### src/rtl/spim_pkg.sv
package spim_pkg;
  localparam logic [7:0] OFS_CAP  = 8'h00;
  localparam logic [7:0] OFS_MODE = 8'h20;
  localparam logic [7:0] OFS_EV   = 8'h24;
  localparam logic [7:0] OFS_MASK = 8'h28;
  localparam logic [7:0] OFS_CMD  = 8'h2C;
  localparam logic [7:0] OFS_TX   = 8'h30;
  localparam logic [7:0] OFS_RX   = 8'h34;

  localparam int B_LOOP  = 30;
  localparam int B_CPOL  = 29;
  localparam int B_CPHA  = 28;
  localparam int B_DIV16 = 27;
  localparam int B_MSB   = 26;
  localparam int B_EN    = 24;
  localparam int B_FAST  = 13;

  localparam logic [31:0] MODE_WMASK = 32'h7FFF_3F80;
  localparam logic [31:0] MODE_LOCK  = 32'h080F_2000;

  localparam int EV_NE = 8;
  localparam int EV_NF = 9;
  localparam int EV_LT = 14;
  localparam logic [31:0] EV_BITS = 32'h0000_4300;
endpackage

### src/rtl/spim_fifo.sv
module spim_fifo #(
  parameter int W   = 32,
  parameter int CAP = 17
) (
  input  logic         clk,
  input  logic         rst_n,
  input  logic         push,
  input  logic [W-1:0] wdata,
  input  logic         pop,
  output logic [W-1:0] rdata,
  output logic         empty,
  output logic         full
);
  localparam int AW = $clog2(CAP);
  localparam int CW = $clog2(CAP + 1);

  logic [W-1:0]  mem [CAP];
  logic [AW-1:0] wp, rp;
  logic [CW-1:0] cnt;
  logic          do_push, do_pop;

  function automatic logic [AW-1:0] nxt(input logic [AW-1:0] p);
    return (p == AW'(CAP - 1)) ? '0 : p + 1'b1;
  endfunction

  assign empty   = (cnt == '0);
  assign full    = (cnt == CW'(CAP));
  assign do_push = push && !full;
  assign do_pop  = pop && !empty;
  assign rdata   = mem[rp];

  always_ff @(posedge clk) begin
    if (do_push) mem[wp] <= wdata;
  end

  always_ff @(posedge clk or negedge rst_n) begin
    if (!rst_n) begin
      wp  <= '0;
      rp  <= '0;
      cnt <= '0;
    end else begin
      if (do_push) wp <= nxt(wp);
      if (do_pop)  rp <= nxt(rp);
      cnt <= cnt + CW'(do_push) - CW'(do_pop);
    end
  end

  // occupancy never exceeds the stated capacity
  a_r3_no_overflow: assert property (@(posedge clk) disable iff (!rst_n)
    cnt <= CW'(CAP));
  // a push against a full queue without a pop leaves it full and unmoved
  a_r3_full_hold: assert property (@(posedge clk) disable iff (!rst_n)
    (push && full && !pop) |=> (full && $stable(wp)));
endmodule

### src/rtl/spim_clkgen.sv
module spim_clkgen #(
  parameter int PMW = 4
) (
  input  logic           clk,
  input  logic           rst_n,
  input  logic           run,
  input  logic           fast,
  input  logic           div16,
  input  logic [PMW-1:0] pm,
  output logic           tick
);
  localparam int HW = PMW + 6;

  logic [HW-1:0] cnt, half;

  // half period in bus clocks = (2 - fast) * (pm + 1) * (div16 ? 16 : 1)
  always_comb begin
    half = HW'(pm) + 1'b1;
    if (!fast) half = half << 1;
    if (div16) half = half << 4;
  end

  assign tick = run && (cnt == half - 1'b1);

  always_ff @(posedge clk or negedge rst_n) begin
    if (!rst_n)            cnt <= '0;
    else if (!run || tick) cnt <= '0;
    else                   cnt <= cnt + 1'b1;
  end

  // the half-period counter stays inside the programmed window
  a_r4_cnt_window: assert property (@(posedge clk) disable iff (!rst_n)
    run |-> (cnt < half));
endmodule

### src/rtl/spim_shift.sv
module spim_shift #(
  parameter int W = 32
) (
  input  logic          clk,
  input  logic          rst_n,
  input  logic          start,
  input  logic [W-1:0]  word,
  input  logic [$clog2(W):0] nbits,
  input  logic          cpol,
  input  logic          cpha,
  input  logic          msb,
  input  logic          loop,
  input  logic          tick,
  input  logic          miso,
  output logic          busy,
  output logic          sck,
  output logic          mosi,
  output logic          done,
  output logic [W-1:0]  rx_word
);
  localparam int IW = $clog2(W);
  localparam int EW = IW + 2;

  logic [W-1:0]  txw, rxw;
  logic [IW-1:0] idx, idx_n, first;
  logic [EW-1:0] edges;
  logic          lead, sample_now, in_bit;

  assign first      = msb ? IW'(nbits - 1'b1) : '0;
  assign idx_n      = msb ? idx - 1'b1 : idx + 1'b1;
  assign lead       = ~edges[0];
  assign sample_now = lead ^ cpha;
  assign in_bit     = loop ? mosi : miso;
  assign rx_word    = rxw;

  always_ff @(posedge clk or negedge rst_n) begin
    if (!rst_n) begin
      busy  <= 1'b0;
      sck   <= 1'b0;
      mosi  <= 1'b0;
      done  <= 1'b0;
      txw   <= '0;
      rxw   <= '0;
      idx   <= '0;
      edges <= '0;
    end else begin
      done <= 1'b0;
      if (!busy) begin
        sck <= cpol;
        if (start) begin
          busy  <= 1'b1;
          txw   <= word;
          rxw   <= '0;
          idx   <= first;
          edges <= '0;
          if (!cpha) mosi <= word[first];
        end
      end else if (tick) begin
        sck   <= ~sck;
        edges <= edges + 1'b1;
        if (sample_now) begin
          rxw[idx] <= in_bit;
          if (cpha) idx <= idx_n;
        end else if (cpha) begin
          mosi <= txw[idx];
        end else begin
          idx  <= idx_n;
          mosi <= txw[idx_n];
        end
        if ((edges + 1'b1) == {nbits, 1'b0}) begin
          busy <= 1'b0;
          done <= 1'b1;
        end
      end
    end
  end

  // with no transfer running, the clock follows the polarity setting
  a_r2_idle_level: assert property (@(posedge clk) disable iff (!rst_n)
    (!busy && !$past(busy)) |-> (sck == $past(cpol)));
  // the serial clock only moves on a divider tick
  a_r6_sck_on_tick: assert property (@(posedge clk) disable iff (!rst_n)
    (busy && !tick) |=> $stable(sck));
endmodule

### src/rtl/spi_queue_master.sv
module spi_queue_master #(
  parameter int DEPTH    = 16,
  parameter int REVISION = 2
) (
  input  logic        pclk,
  input  logic        presetn,
  input  logic        psel,
  input  logic        penable,
  input  logic        pwrite,
  input  logic [7:0]  paddr,
  input  logic [31:0] pwdata,
  output logic [31:0] prdata,
  output logic        pready,
  output logic        irq,
  output logic        sck,
  output logic        mosi,
  input  logic        miso
);
  import spim_pkg::*;

  localparam int W   = 32;
  localparam int IW  = $clog2(W);
  localparam int CAP = DEPTH + 1;

  logic [31:0] mode_q, mask_q, ev_q, ev_set, ev_clr, cap_word;
  logic        wr, rd, en, start, busy, done, tick;
  logic        tx_empty, tx_full, rx_empty, rx_full;
  logic [W-1:0] tx_data, rx_data, rx_word;
  logic [3:0]  len;
  logic [IW:0] nbits;

  assign wr     = psel && penable && pwrite;
  assign rd     = psel && penable && !pwrite;
  assign pready = 1'b1;
  assign en     = mode_q[B_EN];
  assign len    = mode_q[23:20];
  assign nbits  = (len == 4'd0) ? (IW+1)'(W) : (IW+1)'(len) + 1'b1;
  assign start  = en && !tx_empty && !busy;
  assign cap_word = {8'd1, 4'd0, 3'd0, 1'b0, 8'(DEPTH), 8'(REVISION)};

  spim_fifo #(.W(W), .CAP(CAP)) u_txq (
    .clk(pclk), .rst_n(presetn),
    .push(wr && paddr == OFS_TX), .wdata(pwdata),
    .pop(start), .rdata(tx_data), .empty(tx_empty), .full(tx_full));

  spim_fifo #(.W(W), .CAP(CAP)) u_rxq (
    .clk(pclk), .rst_n(presetn),
    .push(done), .wdata(rx_word),
    .pop(rd && paddr == OFS_RX), .rdata(rx_data), .empty(rx_empty), .full(rx_full));

  spim_clkgen #(.PMW(4)) u_div (
    .clk(pclk), .rst_n(presetn), .run(busy),
    .fast(mode_q[B_FAST]), .div16(mode_q[B_DIV16]), .pm(mode_q[19:16]), .tick(tick));

  spim_shift #(.W(W)) u_shift (
    .clk(pclk), .rst_n(presetn), .start(start), .word(tx_data), .nbits(nbits),
    .cpol(mode_q[B_CPOL]), .cpha(mode_q[B_CPHA]), .msb(mode_q[B_MSB]),
    .loop(mode_q[B_LOOP]), .tick(tick), .miso(miso),
    .busy(busy), .sck(sck), .mosi(mosi), .done(done), .rx_word(rx_word));

  always_comb begin
    ev_set        = '0;
    ev_set[EV_NF] = !tx_full;
    ev_set[EV_NE] = !rx_empty;
    ev_set[EV_LT] = done && tx_empty;
    ev_clr        = (wr && paddr == OFS_EV) ? pwdata : '0;
  end

  always_ff @(posedge pclk or negedge presetn) begin
    if (!presetn) begin
      mode_q <= '0;
      mask_q <= '0;
      ev_q   <= '0;
    end else begin
      ev_q <= ((ev_q & ~ev_clr) | ev_set) & EV_BITS;
      if (wr && paddr == OFS_MASK) mask_q <= pwdata & EV_BITS;
      if (wr && paddr == OFS_MODE) begin
        if (en) mode_q <= ((pwdata & ~MODE_LOCK) | (mode_q & MODE_LOCK)) & MODE_WMASK;
        else    mode_q <= pwdata & MODE_WMASK;
      end
    end
  end

  assign irq = |(ev_q & mask_q);

  always_comb begin
    case (paddr)
      OFS_CAP:  prdata = cap_word;
      OFS_MODE: prdata = mode_q;
      OFS_EV:   prdata = ev_q;
      OFS_MASK: prdata = mask_q;
      OFS_CMD:  prdata = '0;
      OFS_RX:   prdata = rx_empty ? '0 : rx_data;
      default:  prdata = '0;
    endcase
  end

  // divider fields cannot move once enable was set on the previous edge
  a_r9_locked_divider: assert property (@(posedge pclk) disable iff (!presetn)
    en |=> ((mode_q & MODE_LOCK) == $past(mode_q & MODE_LOCK)));
  // an enabled controller with queued data begins shifting next cycle
  a_r2_auto_start: assert property (@(posedge pclk) disable iff (!presetn)
    (en && !tx_empty && !busy) |=> busy);
  // completion with an empty transmit queue raises the last-word flag
  a_r10_last_flag: assert property (@(posedge pclk) disable iff (!presetn)
    (done && tx_empty) |=> ev_q[EV_LT]);
  // the receive queue never accepts while full (no word lost silently into it)
  a_r3_rx_bound: assert property (@(posedge pclk) disable iff (!presetn)
    (rx_full && !(rd && paddr == OFS_RX)) |=> rx_full);
endmodule

### config.mk
export PLATFORM = sky130hd
export DESIGN_NAME = spi_queue_master
export DESIGN_NICKNAME = d
export VERILOG_FILES = /design/src/rtl/spim_pkg.sv /design/src/rtl/spim_fifo.sv /design/src/rtl/spim_clkgen.sv /design/src/rtl/spim_shift.sv /design/src/rtl/spi_queue_master.sv
export SDC_FILE = /design/constraint.sdc
export NUM_CORES = 1
export LEC_CHECK = 0
export BUFFER_PORTS_ARGS = -buffer_cell sky130_fd_sc_hd__buf_4
export CELL_PAD_IN_SITES_DETAIL_PLACEMENT = 1
export CELL_PAD_IN_SITES_GLOBAL_PLACEMENT = 1
export CORE_MARGIN = 5
export CORE_UTILIZATION = 41
export CTS_CLUSTER_DIAMETER = 60
export CTS_CLUSTER_SIZE = 28
export DETAILED_ROUTE_END_ITERATION = 12
export PLACE_DENSITY_LB_ADDON = 0.1
export SYNTH_ARGS = -nofsm -noshare
export SYNTH_HDL_FRONTEND = slang
export SYNTH_HIERARCHICAL = 1
export SYNTH_SLANG_ARGS = --single-unit
### constraint.sdc
create_clock -name pclk -period 4.9 [get_ports pclk]
set_input_delay 0.98 -clock pclk [delete_from_list [all_inputs] [get_ports pclk]]
set_output_delay 0.98 -clock pclk [all_outputs]
set_load 0.02 [all_outputs]
# == Yosys cells after proc, flatten, opt, wreduce, memory -nomap -nowiden ==
# Memory sizes are Yosys's and may differ from the RTL's.
# Cells that the tools add are included.
# word_totals
in_bits,46
word_cells,159
out_inout_bits,36
regBits,158
n_memories,2
ramBits,1088
# classes
add_sub_neg,16
muxes,56
magnitude_cmp,4
n_reduce_logical,35
n_bitwise,9
eq_ne,19
# memory_table
memory,depth,width,rd,rd_clocked_by_memory_dff,wr,line,source
u_rxq.mem,17,32,1,0,1,spim_fifo.sv:17,logic [W-1:0] mem [CAP];
u_txq.mem,17,32,1,0,1,spim_fifo.sv:17,
# ops
cell,n
$mux 32,5
$pmux 32 s5,1
$mux 5,12
$eq 8x6->1 const B,5
$bwmux 32,1
$reduce_or 32->1,1
$mux 31,1
$or 31x28->31,1
$and 15x15->15,2
$eq 5x5->1 const B,6
$mux 10,3
$add 5x1->5 const B,5
$mux 1,24
$mux 7,3
$lt 5x6->1 const B,3
$logic_and 1x1->1,17
$bmux 1 s5,3
$mux 15,1
$not 15->15,1
$or 15x15->15,1
$add 10x1->10 const B,1
$add 4x1->5 const B,2
$add 5x1->5,2
$eq 10x10->1,1
22 further kinds,37

# == Logic depth before layout (Yosys ltp) ==
# Gate-level depths: netlist of run 1.
# depth
word_depth,9
depth_mapped,19
depth_no_buf,16

# == By module ==
# The synthesis of run 1 kept the hierarchy.
# by_module_without_submodules
module,area_per_inst_um2,instances,cells_each,seq_area_each_um2
spim_fifo,21679.5,2,1040,16711.0
spim_shift,4870.9,1,511,2001.9
spi_queue_master,1744.2,1,143,700.7
spim_clkgen,1511.4,1,198,250.2

# == Worst setup path before layout of run 1 ==
# OpenSTA, ideal clock, no wires.
# synth_timing
kind,input port to flip-flop
startpoint,input paddr[3]
endpoint,memory u_txq.mem[16][0] (enable)
t_required_ps,4399
arrival_ps,5356
path_buffers,1
stages,7
setup_slack_ps,-958
setup_ps,501
path_cell_list,nor4_4 -> nand2_1 -> nor4_1 -> and2_1 -> clkbuf_1 -> inv_1 -> nor4_1
# synth_via
elab_chain_len,5
# synth_lines
item,line,source
"start, declared",spi_queue_master.sv:10,"input logic [7:0] paddr,"
$eq 8x6->1,spi_queue_master.sv:43,".push(wr && paddr == OFS_TX), .wdata(pwdata),"
$logic_and 1x1->1,spi_queue_master.sv:43,
$logic_and 1x1->1,spim_fifo.sv:28,assign do_push = push && !full;
$mux 1,spim_fifo.sv:33,if (do_push) mem[wp] <= wdata;
$mux 1 (not written as such),spim_fifo.sv:33,
"end, declared",spim_fifo.sv:17,
# No other way between the ends.

# == Worst setup path after layout of run 1 ==
# layout_timing
startpoint,register u_rxq.rp[1]
endpoint,output prdata[12]
# layout_via
elab_chain_len,3
# layout_lines
item,line,source
"start, declared",spim_fifo.sv:18,"logic [AW-1:0] wp, rp;"
"start signal, assigned",spim_fifo.sv:43,if (do_pop) rp <= nxt(rp);
$mem_v2 17x32,--,
via rx_data[12],spi_queue_master.sv:28,"logic [W-1:0] tx_data, rx_data, rx_word;"
$mux 32,spi_queue_master.sv:93,OFS_RX: prdata = rx_empty ? '0 : rx_data;
$pmux 32 s5,spi_queue_master.sv:87,case (paddr)
"end, declared",spi_queue_master.sv:12,"output logic [31:0] prdata,"
# The timed path passes the listed nets, and every way through them passes these cells.

==> impl_metrics.py, run 1 <==
metrics = {
    "synthesis": {
        "yosys_warnings": 6,
        "syn-cell-area_um2": 51500,
        "synth_fp_nets": 3014,
        "synthCells": 2931,
        "syn_area_per_cell_um2": 17.6,
    },
    "timing": {
        "period_share_pct": 94.0,
        "hold_violations": 0,
        "setup_ws_ns": 0.293,
        "period_minus_slack_ns": 4.61,
        "rsz0062_at_grt": "no",
        "tns_ns": 0,
        "tightest_slew_ns": 1.19,
        "slew_viol_final": 0,
        "final-setup-viol-count": 0,
        "max_slew_margin_pct": 20.5,
        "timing.fmax_mhz": 217,
        "clock_skew_ns": 0.0274,
    },
    "worst_setup_path": {
        "r2r-end": "u_shift/mosi",
        "slowest_stage": "dfrtp_2",
        "crit_start": "u_rxq/rp[1]",
        "r2r.worst_path.cells": 16,
        "cpMostUsedCell": "buf_4",
        "r2r_slack_ns": 0.48,
        "crit_path_end": "prdata[12]",
        "cp.arrival_ns": 3.63,
        "crit_type": "reg -> out",
        "cp-start-kind": "register",
        "reg2reg_from": "mode_q[16]",
        "critPathCaptureType": "output pin",
        "worst_path_largest_cell_delay_ns": 0.89,
        "path_max_fanout": 23,
        "cp_cell_sequence": "inv_2 > nor2_4 > buf_4 > a22oi_1 > a21oi_1 > a221o_1 > buf_4",
        "critPathRequiredTime_ns": 3.92,
    },
    "route": {
        "dr.pass1.iters": 5,
        "avgRoutedWirePerCell_um": 28.7,
        "wl_um": 138000,
        "drc_errors": 0,
        "ant_nets": 0,
        "via_per_inst": 5.75,
        "vias": 27600,
        "first_iter_violations": 1916,
    },
    "pwr": {
        "peakVddDrop_mv": 0.353,
        "p_per_area_nw_per_um2": 390,
        "leakagePower_nw": 20.3,
    },
    "die": {
        "core_um2": 125000,
        "die_x_um": 364,
        "ioPinCount": 82,
        "die_area_um2": 133000,
        "num_rows": 130,
        "fp.dieH_um": 364,
        "start_util_pct": 41.1,
    },
    "grt": {
        "antenna_found_initial": 7,
        "track_usage_pct": 20.7,
        "grt_max_degree": 64,
        "grt_pass1_vias": 29700,
        "grt_pass1_wl_um": 202000,
        "gr-total-overflow": 0,
    },
    "clocking": {
        "htreeDepth": 3,
        "cts_made_buffers": 111,
        "cts-root-buf": "clkbuf_16",
        "post_cts_buffers": 0,
        "cts_tree": "done",
        "path_clk_slew_ns": 0.07,
        "postCtsHoldBufs": 0,
        "cts_sinks": 1236,
        "clock_latency_ns": 0.71,
        "cts.repair.resized": 0,
        "cts_buffer_depth": 3,
    },
    "hold_path": {
        "hp-class": "in -> async",
    },
    "placed_design": {
        "gp_congestion": 0.815,
        "io_buffers": 80,
        "hpwl_um": 84500,
        "pre_cts_ws_ns": 0.511,
    },
    "cells_and_area": {
        "final_layout_size_suffix_gt1_share_pct": 21.5,
        "nets": 3132,
        "area_growth_pct": 12.8,
    },
    "flow_run": {
        "max-cap-violations": 0,
    },
    "run_status": {
        "status": "complete, no violations",
    },
}
[report_power, final]
group          leakage [nW]  total [mW]  switching, mW  internal [mW]
combinational          6.09        1.84           1.03          0.810
clock                  1.91        9.17           4.40           4.77
sequential             12.3        11.7          0.161           11.5
total                  20.3        22.7           5.59           17.1
[per-stage QoR]
step           area (um2)  total power, mW  cells  util (%)  hold WS [ns]
2_1_floorplan       51500             13.2   2931         -         0.454
3_3_place_gp        54100             13.7   4586      43.2         0.472
3_5_place_dp        54100             13.8   4586      43.2         0.486
4_1_cts             58100             23.0   4798      46.4         0.237
5_1_grt             58100             23.6   4798      46.4         0.252
6_report            58100             22.7   4803      46.4         0.245
[registers in the layout, indices dropped and copies added (netlist names), 7 cells and up]
name / cells
u_shift/rx_word: 32
u_rxq/mem: 544
mode_q: 22
u_txq/mem: 544
u_shift/edges: 7
u_div/cnt: 10
u_shift/txw: 32
[layout by cell type (no fill, tap or decap), types with 11 or more instances in the layout]
master     instances
a211oi_1          66
a21oi_1           85
a21oi_2           11
a22o_1            54
a22oi_1           65
a31oi_1           11
and2_1            17
and3_1            15
buf_4            170
clkbuf_16        115
clkinv_8          18
dfrtp_1          139
edfxtp_1        1088
ha_1              34
inv_1             33
inv_6             24
inv_8             15
mux2_2            19
mux2i_1          132
mux4_1            46
mux4_2           169
nand2_1          200
nand2b_1          11
nand3_1           31
nand4_1           15
nor2_1            49
nor2_4            40
nor2b_1           73
nor3_1            16
o21ai_0           53
o22ai_1           64
xnor2_1           33
xor2_1            17
[worst min-delay path by stage]
stage / startpoint / endpoint / slack, ns
2_1_floorplan: u_shift/txw[30] / u_shift/txw[30] / 0.45
3_3_place_gp: u_shift/txw[16] / u_shift/txw[16] / 0.47
3_5_place_dp: u_shift/txw[10] / u_shift/txw[10] / 0.49
4_1_cts: presetn / mode_q[18] / 0.24
5_1_grt: presetn / mode_q[18] / 0.25
6_report: presetn / mode_q[18] / 0.24
[layout make-up]
type                    instances  area, um2
inverters                      38        143
well taps                    1650       2060
diodes                          5       12.5
multi-input cells            1483      14100
fillers                     11700      67200
flip-flops and latches       1236      36400
repair buffers                179       1450
clock inverters                93       1030
clock buffers                 119       2900
[critical path, delay by kind of cell (launching register included)]
family | cells | cell delay [ns]
DFF | 1 | 0.89
and+or+nand+nor | 1 | 0.69
AOI/OAI and AO/OA | 3 | 0.69
buffers and inverters | 3 | 0.64
[layer usage]
metal / share of wire [%] / up-vias / global-route usage, %
li1: - / 12000 / -
met2: 51 / 577 / 36.6
met5: 0.0094 / - / 0
met4: 2.6 / 2 / 5.27
met1: 42 / 14800 / 26.9
met3: 4.4 / 186 / 3.48
Note: power is estimated with default switching activity, not from simulation.
==> inputs of run 2 (changes only) <==
--- a/config.mk
+++ b/config.mk
@@ -13,7 +13,7 @@
 export CTS_CLUSTER_DIAMETER = 60
 export CTS_CLUSTER_SIZE = 28
 export DETAILED_ROUTE_END_ITERATION = 12
-export PLACE_DENSITY_LB_ADDON = 0.1
+export PLACE_DENSITY = 0.72
 export SYNTH_ARGS = -nofsm -noshare
 export SYNTH_HDL_FRONTEND = slang
 export SYNTH_HIERARCHICAL = 1
==> constraint.sdc (replaced) <==
create_clock -name pclk -period 4.9 [get_ports pclk]
set_input_delay 0.98 -clock pclk [delete_from_list [all_inputs] [get_ports pclk]]
set_output_delay 0.98 -clock pclk [all_outputs]
set_load 0.05 [all_outputs]
==> run 2 against run 1 <==
- clock skew is 0.016 ns higher
- final cell count down 1.1%
- wire length is 0.71% lower
- cell area shrank 1.2%
- critical path type unchanged
- critical endpoint is now prdata[13]
- largest cell class unchanged
- largest power group unchanged
- highest routed layer unchanged
==> impl_metrics.py, run 2 (same netlist as run 1, synthesis figures left out) <==
metrics = {
    "die": {
        "start_util_pct": 41.1,
        "ioPinCount": 82,
        "die_area_um2": 133000,
        "core_um2": 125000,
        "fp.dieH_um": 364,
        "num_rows": 130,
        "die_x_um": 364,
    },
    "timing": {
        "timing.fmax_mhz": 217,
        "slew_viol_final": 0,
        "tns_ns": 0,
        "final-setup-viol-count": 0,
        "period_minus_slack_ns": 4.61,
        "rsz0062_at_grt": "no",
        "period_share_pct": 94.1,
        "clock_skew_ns": 0.0438,
        "hold_violations": 0,
        "max_slew_margin_pct": 25.9,
        "tightest_slew_ns": 1.11,
    },
    "cells_and_area": {
        "final_layout_size_suffix_gt1_share_pct": 20.3,
        "final_cells": 4748,
        "final_core_util_pct": 45.8,
        "area_growth_pct": 11.5,
        "layout_commonest_cell": "edfxtp_1",
        "top_regs": "u_rxq/mem: 544 flops, u_txq/mem: 544 flops",
        "nets": 3109,
        "final_area_um2": 57400,
        "layout_common_cells": "edfxtp_1 (1088), nand2_1 (200), mux4_2 (169)",
    },
    "placed_design": {
        "place_inst": 4588,
        "gp_congestion": 0.844,
        "hpwl_um": 83600,
        "io_buffers": 80,
        "placed_area_um2": 54200,
    },
    "worst_setup_path": {
        "r2r_slack_ns": 0.70,
        "path_max_fanout": 22,
        "cp-start-kind": "register",
        "r2r-end": "u_shift/rx_word[25]",
        "crit_type": "reg -> out",
        "critPathCaptureType": "output pin",
        "r2r.worst_path.cells": 14,
        "critPathRequiredTime_ns": 3.92,
        "cp.arrival_ns": 3.63,
        "reg2reg_from": "mode_q[16]",
    },
    "route": {
        "ant_nets": 0,
        "wl_um": 137000,
        "avgRoutedWirePerCell_um": 28.9,
        "dr.pass1.iters": 5,
        "first_iter_violations": 2681,
        "vias": 28100,
        "via_per_inst": 5.91,
        "drc_errors": 0,
    },
    "flow_run": {
        "max-cap-violations": 0,
    },
    "grt": {
        "grt_pass1_wl_um": 203000,
        "antenna_found_initial": 6,
        "gr-total-overflow": 0,
        "track_usage_pct": 20.6,
        "grt_max_degree": 99,
        "grt_pass1_vias": 29600,
    },
    "clocking": {
        "cts-root-buf": "clkbuf_16",
        "cts_buffer_depth": 3,
        "cts_tree": "done",
        "cts_made_buffers": 86,
        "clock_latency_ns": 0.68,
        "path_clk_slew_ns": 0.09,
        "htreeDepth": 3,
        "post_cts_buffers": 0,
        "cts.repair.resized": 0,
        "cts_sinks": 1236,
        "postCtsHoldBufs": 0,
    },
    "pwr": {
        "finalPower_mw": 21.5,
        "p_per_area_nw_per_um2": 374,
        "peakVddDrop_mv": 0.403,
        "leakagePower_nw": 19.9,
    },
    "hold_path": {
        "hp-class": "in -> async",
    },
    "run_status": {
        "status": "complete, no violations",
    },
}
==> run 2: layer usage <==
layer / vias up / part of all wire, % / GRT usage, %
met3: 159 / 6.4 / 3.34
met2: 985 / 50 / 35.1
li1: 11900 / - / -
met5: - / 0.014 / 0
met4: 2 / 1.9 / 4.22
met1: 15000 / 42 / 28.3
==> run 2: layout make-up <==
| type | instances | area (um2) |
|---|---|---|
| clock inverter | 62 | 877 |
| sequential | 1236 | 36400 |
| inverter | 38 | 143 |
| timing repair buffer | 181 | 1540 |
| tap | 1650 | 2060 |
| clock buffer | 96 | 2270 |
| multi-input combinational | 1483 | 14100 |
| antenna | 2 | 5.00 |
| fill | 11900 | 67900 |
==> run 2: critical path, stage by stage, from the launching register on <==
cell      delay, ns
dfrtp_2        0.85
buf_4          0.49
mux4_1         0.38
a211oi_1       0.36
a21oi_1        0.22
a22o_1         0.39
buf_4          0.26
==> run 2: through the flow <==
step	worst slack [ns]	hold slack (ns)
2_1_floorplan	0.146	0.454
3_3_place_gp	0.398	0.476
3_5_place_dp	0.374	0.485
4_1_cts	0.354	0.255
5_1_grt	0.280	0.280
6_report	0.287	0.260
==> run 2: where the power goes <==
group	internal, mW	leakage, nW	switching, mW	total [mW]
Sequential	11.5	12.3	0.180	11.7
Combinational	0.812	6.11	1.03	1.84
Clock	3.80	1.53	4.17	7.96
Total	16.1	19.9	5.37	21.5
==> run 2: worst max path at each step <==
stage	from	to	slack (ns)	cells after the start
finish	u_rxq/rp[1]	prdata[13]	0.29	6
global placement	paddr[3]	u_rxq/cnt[4]	0.40	14
CTS	u_rxq/rp[1]	prdata[13]	0.35	6
floorplan	u_rxq/cnt[2]	u_rxq/mem[16][0]	0.15	7
detailed placement	paddr[3]	u_rxq/cnt[4]	0.37	14
global route	u_rxq/rp[1]	prdata[13]	0.28	6
